--- src/rtl/lvds_ser_pkg.sv ---
// Shared constants and types for the seven-slot lane serializer.
// Assumes 8-bit color components and a four-lane physical link.
package lvds_ser_pkg;
    localparam int SLOTS   = 7;
    localparam int LANES   = 4;
    localparam int COLOR_W = 8;
    localparam int SLOT_W  = $clog2(SLOTS);

    typedef enum logic [1:0] {
        MAP_18     = 2'b00,
        MAP_24_MSB = 2'b01,
        MAP_24_LSB = 2'b10,
        MAP_18_ALT = 2'b11
    } map_mode_e;

    // Clock lane value per slot, bit index equals slot number
    localparam logic [SLOTS-1:0] CLK_WAVE = 7'b1100011;

    // Packs seven slot values so that result[s] is slot s
    function automatic logic [SLOTS-1:0] pack_slots(
        input logic s0, input logic s1, input logic s2, input logic s3,
        input logic s4, input logic s5, input logic s6);
        return {s6, s5, s4, s3, s2, s1, s0};
    endfunction
endpackage

--- src/rtl/lvds_slot_counter.sv ---
// Slot counter: counts slots 0..NSLOT-1 on each advance pulse and wraps.
// Assumes adv is a single-cycle enable synchronous to clk.
module lvds_slot_counter #(
    parameter int NSLOT = 7,
    localparam int SW   = $clog2(NSLOT)
) (
    input  logic          clk,
    input  logic          rst_n,
    input  logic          adv,
    output logic [SW-1:0] slot,
    output logic          at_first
);
    localparam logic [SW-1:0] LAST = SW'(NSLOT - 1);

    // Advance the slot index on each enable, wrap after the last slot
    always_ff @(posedge clk) begin
        if (!rst_n)
            slot <= '0;
        else if (adv)
            slot <= (slot == LAST) ? '0 : slot + 1'b1;
    end

    assign at_first = (slot == '0);

    p_slot_range_r1: assert property (@(posedge clk) disable iff (!rst_n)
        slot <= LAST);
    p_slot_wrap_r1: assert property (@(posedge clk) disable iff (!rst_n)
        adv && slot == LAST |=> slot == '0);
    p_slot_step_r1: assert property (@(posedge clk) disable iff (!rst_n)
        adv && slot != LAST |=> slot == $past(slot) + 1'b1);
endmodule

--- src/rtl/lvds_lane_mapper.sv ---
// Lane mapper: places color and control bits into per-lane slot words
// for the selected layout. Purely combinational.
// Assumes out[l][s] is the bit for lane l in slot s (normal order).
module lvds_lane_mapper
    import lvds_ser_pkg::*;
(
    input  logic [COLOR_W-1:0]            r,
    input  logic [COLOR_W-1:0]            g,
    input  logic [COLOR_W-1:0]            b,
    input  logic                          hs,
    input  logic                          vs,
    input  logic                          dv,
    input  logic [1:0]                    mode,
    output logic [LANES-1:0][SLOTS-1:0]   out
);
    logic [5:0] r6, g6, b6;
    map_mode_e  m;

    assign m = map_mode_e'(mode);

    // Select which six bits of each color feed lanes 0 to 2
    always_comb begin
        if (m == MAP_24_MSB) begin
            r6 = r[7:2]; g6 = g[7:2]; b6 = b[7:2];
        end else begin
            r6 = r[5:0]; g6 = g[5:0]; b6 = b[5:0];
        end
    end

    // Build the four lane words for the active layout
    always_comb begin
        out[0] = pack_slots(g6[0], r6[5], r6[4], r6[3], r6[2], r6[1], r6[0]);
        out[1] = pack_slots(b6[1], b6[0], g6[5], g6[4], g6[3], g6[2], g6[1]);
        out[2] = pack_slots(dv, vs, hs, b6[5], b6[4], b6[3], b6[2]);
        case (m)
            MAP_24_MSB: out[3] = pack_slots(1'b0, b[1], b[0], g[1], g[0], r[1], r[0]);
            MAP_24_LSB: out[3] = pack_slots(1'b0, b[7], b[6], g[7], g[6], r[7], r[6]);
            default:    out[3] = '0;
        endcase
    end
endmodule

--- src/rtl/lvds_slot_picker.sv ---
// Slot picker: returns the bit of a slot word for the current slot,
// optionally in reversed slot order. Purely combinational.
module lvds_slot_picker #(
    parameter int NSLOT = 7,
    localparam int SW   = $clog2(NSLOT)
) (
    input  logic [NSLOT-1:0] word,
    input  logic [SW-1:0]    slot,
    input  logic             rev,
    output logic             bit_o
);
    logic [SW-1:0] idx;

    // Map the slot number to a word index, reversed when requested
    always_comb begin
        idx   = rev ? (SW'(NSLOT - 1) - slot) : slot;
        bit_o = word[idx];
    end
endmodule

--- src/rtl/lvds_serializer.sv ---
// Seven-slot pixel lane serializer top level.
// Samples a pixel, mode and mirror setting on the enable that emits
// slot 0 and sends one slot per enable on each lane.
// Assumes fast_en pulses exactly seven times per pixel period.
module lvds_serializer
    import lvds_ser_pkg::*;
(
    input  logic               clk,
    input  logic               rst_n,
    input  logic               fast_en,
    input  logic [7:0]         pix_r,
    input  logic [7:0]         pix_g,
    input  logic [7:0]         pix_b,
    input  logic               hsync,
    input  logic               vsync,
    input  logic               de,
    input  logic [1:0]         map_mode,
    input  logic               mirror,
    output logic [3:0]         lane_data,
    output logic               lane_clk
);
    logic [SLOT_W-1:0]              slot;
    logic                           at_first;
    logic [LANES-1:0][SLOTS-1:0]    mapped;
    logic [LANES-1:0][SLOTS-1:0]    frame_q;
    logic [LANES-1:0][SLOTS-1:0]    src;
    logic                           mirror_q;
    logic [1:0]                     mode_q;
    logic                           rev_now;
    logic [LANES-1:0]               pick;
    logic                           clk_bit;

    lvds_slot_counter #(.NSLOT(SLOTS)) u_cnt (
        .clk      (clk),
        .rst_n    (rst_n),
        .adv      (fast_en),
        .slot     (slot),
        .at_first (at_first)
    );

    lvds_lane_mapper u_map (
        .r    (pix_r),
        .g    (pix_g),
        .b    (pix_b),
        .hs   (hsync),
        .vs   (vsync),
        .dv   (de),
        .mode (map_mode),
        .out  (mapped)
    );

    // Slot 0 is sent straight from the inputs; later slots from the held frame
    always_comb begin
        src     = at_first ? mapped : frame_q;
        rev_now = at_first ? mirror : mirror_q;
    end

    genvar ln;
    generate
        for (ln = 0; ln < LANES; ln++) begin : g_lane
            lvds_slot_picker #(.NSLOT(SLOTS)) u_pick (
                .word  (src[ln]),
                .slot  (slot),
                .rev   (rev_now),
                .bit_o (pick[ln])
            );
        end
    endgenerate

    lvds_slot_picker #(.NSLOT(SLOTS)) u_clk_pick (
        .word  (CLK_WAVE),
        .slot  (slot),
        .rev   (1'b0),
        .bit_o (clk_bit)
    );

    // Hold the pixel frame and its settings for the rest of the pixel
    always_ff @(posedge clk) begin
        if (!rst_n) begin
            frame_q  <= '0;
            mirror_q <= 1'b0;
            mode_q   <= MAP_18;
        end else if (fast_en && at_first) begin
            frame_q  <= mapped;
            mirror_q <= mirror;
            mode_q   <= map_mode;
        end
    end

    // Register one slot per enable onto the lane outputs
    always_ff @(posedge clk) begin
        if (!rst_n) begin
            lane_data <= '0;
            lane_clk  <= 1'b0;
        end else if (fast_en) begin
            lane_data <= pick;
            lane_clk  <= clk_bit;
        end
    end

    p_rst_quiet_r12: assert property (@(posedge clk)
        !rst_n |=> lane_data == '0 && !lane_clk);
    p_hold_r13: assert property (@(posedge clk) disable iff (!rst_n)
        !fast_en |=> $stable(lane_data) && $stable(lane_clk));
    p_lane3_idle_r11: assert property (@(posedge clk) disable iff (!rst_n)
        (mode_q == MAP_18 || mode_q == MAP_18_ALT) |-> !lane_data[3]);
    p_clk_low_r2: assert property (@(posedge clk) disable iff (!rst_n)
        fast_en && slot >= SLOT_W'(2) && slot <= SLOT_W'(4) |=> !lane_clk);
    p_clk_first_r9: assert property (@(posedge clk) disable iff (!rst_n)
        fast_en && at_first |=> lane_clk);
endmodule

--- config.mk ---
export PLATFORM = sky130hd
export DESIGN_NAME = lvds_serializer
export DESIGN_NICKNAME = d
export VERILOG_FILES = /design/src/rtl/lvds_ser_pkg.sv /design/src/rtl/lvds_slot_counter.sv /design/src/rtl/lvds_lane_mapper.sv /design/src/rtl/lvds_slot_picker.sv /design/src/rtl/lvds_serializer.sv
export SDC_FILE = /design/constraint.sdc
export NUM_CORES = 1
export LEC_CHECK = 0
export ABC_AREA = 1
export CAP_MARGIN = 20
export CORE_MARGIN = 2
export CORE_UTILIZATION = 50
export DETAILED_ROUTE_END_ITERATION = 6
export PLACE_DENSITY = 0.73
export SETUP_SLACK_MARGIN = 0.15
export SKIP_CTS_REPAIR_TIMING = 1
export SLEW_MARGIN = 20
export SYNTH_ARGS = -nofsm -noshare
export SYNTH_HDL_FRONTEND = slang
export SYNTH_HIERARCHICAL = 1
export SYNTH_SLANG_ARGS = --single-unit
--- constraint.sdc ---
create_clock -name clk -period 5 [get_ports clk]
set_input_delay 1.5 -clock clk [delete_from_list [all_inputs] [get_ports clk]]
set_output_delay 1.5 -clock clk [all_outputs]
set_load 0.01 [all_outputs]
==> metrics.txt, run 1 <==
fin crit share 0.670; CP Cell Sequence clkdlybuf4s50_1 -> inv_1 -> ha_1 -> nand2_1 -> a21oi_1 -> nand2_1 -> o21ai_1 -> inv_1 -> nand2_1 -> nand2_1 -> nand2_1 -> nand3_1 -> nand2_1 -> nor2_1 -> nor2_1; skew final 0.00317 ns; Setup TNS 0 ns; clock sinks 37; Cell Pwr Density 279 mW/mm²; sw power 349 µW; CP peak stage delay 0.45 ns; synthesized cell area 0.00306 mm²; worst-margin pin slew 0.945 ns; # setup viols final 0; crit-path max FO 16; drt pass-1 iters 5; die height 82.2 µm; placement row count 28; worst skew pair latency 0.29 ns; TritonCTS clock tree done; VDD IR-drop max 0.164 mV; switching share of power 0.356; CTS Buffer Depth 2; Startpoint Class input pin; commonest cells after routing, fill and taps aside nand2_1 (183), nor2_1 (106), inv_1 (87); cell taking the most area after synthesis dfxtp_1; CP max-delay cell ha_1; I/O pin total 38; DP HPWL 5240 µm; commonest non-fill, non-tap cell in the layout nand2_1; Worst EP arrival 3.57 ns; Num CTS Buffers 5; antenna violations before repair 0; Core Region 0.00592 mm²; metal2 WL 3740 µm; largest net degree at the start of global routing 85; Slew headroom 0.368; Seq/Total Area, Yosys 0.242; clock share of power 0.276; number of global-route vias before repair 2916; Final GP Congestion 0.823; Final Net Count 634; #FFs+latches synth 37; Synth warnings 6; leakage power 0.00190 µW; layout cells sized above 1 0.0438; remaining antenna violation count after routing 0; CTS H-tree depth 2; Worst EP required 5.22 ns; Power Total 980 µW; first-pass GRT wire length 12600 µm; initial DRC count 172; Mean Syn Cell Area 5.47 µm²; antenna cell count 0; fmax 0.299 GHz; GRT overflow 0; cells after synthesis 559; via count 3230; Root Driver clkbuf_8; leading cell types by total area after synthesis dfxtp_1 (24%), nand2_1 (22%), nor2_1 (13%); Area Growth Syn to Fin 15.1%; vias per std cell 4.83; Total GRT Usage 0.239; Worst Setup End Kind register; max cap viols 0; Buffers on Ports 37; cell mode on critical path nand2_1; Die W 82.2 µm; sequential cell fraction of total power 0.352; status finished clean; minimum clock period 3.35 ns; CP Class input pin to register; Slew Viols, Final 0; DIE AREA 0.00675 mm²; M1 wire length 3330 µm; family with the most delay on the worst path simple AND/OR/NAND/NOR gates; final hold vios 0; Comb pwr share 0.372; Post-route DRC 0; top cell type's share of synthesized area 0.242; Internal 631 µW; uppermost layer routed met4; Hold Path Class register to register; Hold Path Depth 2; Clk pin slew, worst setup/hold paths 0.07 ns; Worst Reg2Reg Path Length in Cells 12; RSZ-0062 raised after global routing no; Synth cell types 19; routed length on met3 327 µm; CP Depth 15; DR WL/cell 11.2 µm; DRT Wirelength 7510 µm; Buf/Inv on CP 3; Initial Util 0.516
worst register-to-register path: stages, from the launching register on:
cell and delay, ns:
dfxtp_1 0.55, nor3_2 0.31, buf_4 0.68, nor2_1 0.11, a21oi_1 0.16, nand2_1 0.08, nand2_1 0.08, nand2_1 0.05
nand2_1 0.05, nand2_1 0.05, nand2_1 0.07, nor2_1 0.05, nor2_1 0.12
through the flow:
step | area [µm²] | cells | setup WS (ns) | hold WS [ns] | utilization
after detailed placement | 3400 | 661 | 1.37 | 0.472 | 0.574
after floorplan | 3100 | 570 | 1.93 | 0.455 | -
after global placement | 3400 | 661 | 1.44 | 0.464 | 0.574
after global routing | 3520 | 669 | 1.39 | 0.505 | 0.594
final | 3520 | 669 | 1.65 | 0.485 | 0.594
after CTS | 3520 | 669 | 1.68 | 0.488 | 0.594
power groups by stage:
stage | clock network [µW] | logic [µW] | registers (µW)
global route | 287 | 424 | 348
CTS | 278 | 364 | 345
floorplan | 0 | 282 | 352
finish | 271 | 364 | 345
detailed placement | 0 | 363 | 352
global placement | 0 | 355 | 350
path summary, 6_finish.rpt:
kind                       from  slack [ns]      endpoint
setup / recovery    map_mode[1]        1.65  lane_data[3]
hold / removal       frame_q[4]        0.48    frame_q[4]
hold reg to reg      frame_q[4]        0.48    frame_q[4]
setup reg to reg  u_cnt/slot[1]        2.56  lane_data[3]
state kept, by name, summed over array words and instances (netlist names):
name / count
mirror_q: 1
lane_clk: 1
u_cnt/slot: 3
frame_q: 28
lane_data: 4
synthesized netlist by cell type:
library cell	number
nand3_1	38
a21oi_2	1
buf_6	10
nor2_1	106
dfxtp_1	37
nand2_2	1
inv_1	87
o21ai_2	7
o21ai_0	10
conb_1	3
nor3_1	1
buf_2	12
buf_4	6
inv_4	1
nand2_1	183
ha_1	8
nand2_4	1
o21ai_1	6
a21oi_1	41
layout make-up:
type,instances,area [µm²]
Clock buffer,7,86.3
Clock inverter,1,30.0
Fill cell,605,2400
Inverter,88,333
Multi-Input combinational cell,417,1810
Sequential cell,37,741
Tap cell,75,93.8
Timing Repair Buffer,44,423
metal layers:
layer,up-vias,global-route usage
li1,1735,-
met1,1431,0.282
met2,53,0.444
met3,11,0.0391
met4,0,0.0683
met5,-,0
kinds of logic after synthesis:
group                    Yosys count  synth area share
buffers and inverters            116             0.180
AND/OR/NAND/NOR                  330             0.425
other                              3           0.00369
adder cells (fa/ha/maj)            8            0.0328
flip-flops                        37             0.242
AO/OA/AOI/OAI                     65             0.116
No activity file was read; power rests on OpenSTA's default activity.
==> run 2, diff against run 1 <==
- PLACE_DENSITY: 0.73 -> 0.76
- clock period: 5 -> 2.9 ns (I/O delays scaled with it)
==> metrics.txt, run 2 (synthesis results as in run 1) <==
status finished clean (unchanged); multi-input combinational cell area 0.00182 mm² (was 0.00181 mm²); Hold Path Class register to register (unchanged); Final GP Congestion 0.855 (was 0.823); Final Net Count 638 (was 634); fin crit share 0.865; Worst Setup End Kind register (unchanged); CP max-delay cell clkdlybuf4s50_1 (was ha_1); Area Growth Syn to Fin 17.2% (was 15.1%); CP Cell Sequence clkdlybuf4s50_1 -> ha_2 -> nand2_1 -> a21oi_1 -> inv_1 -> a21oi_1 -> inv_1 -> nand2_1 -> nand2_1 -> nand2_1 -> nand3_1 -> nand2_1 -> nor2_1 -> nor2_1 (was clkdlybuf4s50_1 -> inv_1 -> ha_1 -> nand2_1 -> a21oi_1 -> nand2_1 -> o21ai_1 -> inv_1 -> nand2_1 -> nand2_1 -> nand2_1 -> nand3_1 -> nand2_1 -> nor2_1 -> nor2_1); worst hold slack 0.486 ns (was 0.485 ns); die height 82.2 µm (unchanged); initial DRC count 130 (was 172); Worst EP arrival 2.73 ns (was 3.57 ns); leakage power 0.00192 µW (was 0.00190 µW); max reg flops 28 (unchanged); antenna violations before repair 0 (unchanged); layout cells sized above 1 0.0552 (was 0.0438); Slew Viols, Final 0 (unchanged); Buf/Inv on CP 3 (unchanged); Post-route DRC 0 (unchanged); remaining antenna violation count after routing 0 (unchanged); CP peak stage delay 0.51 ns (was 0.45 ns); I/O pin total 38 (unchanged); GRT overflow 0 (unchanged); Buffers on Ports 37 (unchanged); vias per std cell 4.79 (was 4.83); clock sinks 37 (unchanged); CTS Buffer Depth 2 (unchanged); # setup viols final 0 (unchanged); first-pass GRT wire length 12100 µm (was 12600 µm); Num CTS Buffers 5 (unchanged); cell area after layout 0.00358 mm² (was 0.00352 mm²); max cap viols 0 (unchanged); drt pass-1 iters 5 (unchanged); Initial Util 0.516 (unchanged); Final Non-Filler Cells 673 (was 669); RSZ-0062 raised after global routing no (unchanged); family with the most delay on the worst path buffers and inverters (was simple AND/OR/NAND/NOR gates); CTS H-tree depth 2 (unchanged); final hold vios 0 (unchanged); crit-path max FO 16 (unchanged); cell mode on critical path nand2_1 (unchanged); DIE AREA 0.00675 mm² (unchanged); largest net degree at the start of global routing 67 (was 85); Cell Pwr Density 478 mW/mm² (was 279 mW/mm²); DP HPWL 5200 µm (was 5240 µm); commonest cells after routing, fill and taps aside nand2_1 (183), nor2_1 (106), inv_1 (87) (unchanged); Die W 82.2 µm (unchanged); via count 3221 (was 3230); Clk pin slew, worst setup/hold paths 0.08 ns (was 0.07 ns); Worst EP required 3.13 ns (was 5.22 ns); number of global-route vias before repair 2876 (was 2916); commonest non-fill, non-tap cell in the layout nand2_1 (unchanged); Root Driver clkbuf_8 (unchanged); CP Class input pin to register (unchanged); Total GRT Usage 0.230 (was 0.239); DRT Wirelength 7160 µm (was 7510 µm); DP Area 0.00346 mm² (was 0.00340 mm²); VDD IR-drop max 0.285 mV (was 0.164 mV); DR WL/cell 10.6 µm (was 11.2 µm); largest registers frame_q x28, lane_data x4, u_cnt/slot x3 (unchanged); fill count 597 (was 605); placed insts 665 (was 661); Startpoint Class input pin (unchanged); worst skew pair latency 0.29 ns (about the same); antenna cell count 0 (unchanged); Largest Register frame_q (unchanged); TritonCTS clock tree done (unchanged); placement row count 28 (unchanged); Core Region 0.00592 mm² (unchanged); skew final 0.00550 ns (was 0.00317 ns); fmax 0.399 GHz; minimum clock period 2.51 ns; Register Area 741 µm² (unchanged)
-- run 2: cell types whose count changed in the layout (fill, tap and decap cells not counted), sizes merged --
cell,previous run,this run
buf,7,11
clkbuf,7,6
clkinvlp,0,1
-- run 2: metal layers --
metal,vias up,track usage,part of all wire
li1,1742,-,-
met1,1403,0.264,0.46
met2,65,0.428,0.49
met3,11,0.0359,0.040
met4,0,0.0800,0.012
met5,-,0,0
-- run 2: final timing paths --
path | start | endpoint | slack, ns | depth (start not counted)
worst max register to register | u_cnt/slot[2] | lane_data[3] | 0.98 | 10
worst max-delay path | map_mode[0] | lane_data[3] | 0.39 | 14
worst min register to register | frame_q[5] | frame_q[5] | 0.49 | 2
worst min-delay path | frame_q[5] | frame_q[5] | 0.49 | 2
-- run 2: layout make-up --
cell class / instances / area share
Multi-Input combinational cell: 417 / 0.507
Sequential cell: 37 / 0.207
Timing Repair Buffer: 48 / 0.133
Inverter: 88 / 0.0929
Tap cell: 75 / 0.0262
Clock buffer: 6 / 0.0231
Clock inverter: 2 / 0.0105
-- run 2: metrics by stage --
stage	setup slack, ns	power [µW]	setup TNS (ns)	utilization
6_report	0.393	1710	0	0.605
4_1_cts	0.262	1720	0	0.605
5_1_grt	0.182	1850	0	0.605
3_3_place_gp	0.0323	1230	0	0.584
3_5_place_dp	-0.0290	1240	-0.0290	0.584
2_1_floorplan	0.417	1090	0	-
-- run 2: tightest hold or removal path, stage by stage (launching register included) --
cell	delay, ns
dfxtp_1	0.31
nor2_1	0.09
nor2_1	0.05
-- run 2: power breakdown --
part	switching (µW)	internal, µW	total [µW]
sequential	25.0	561	586
clock	200	280	480
combinational	387	259	647
total	613	1100	1710
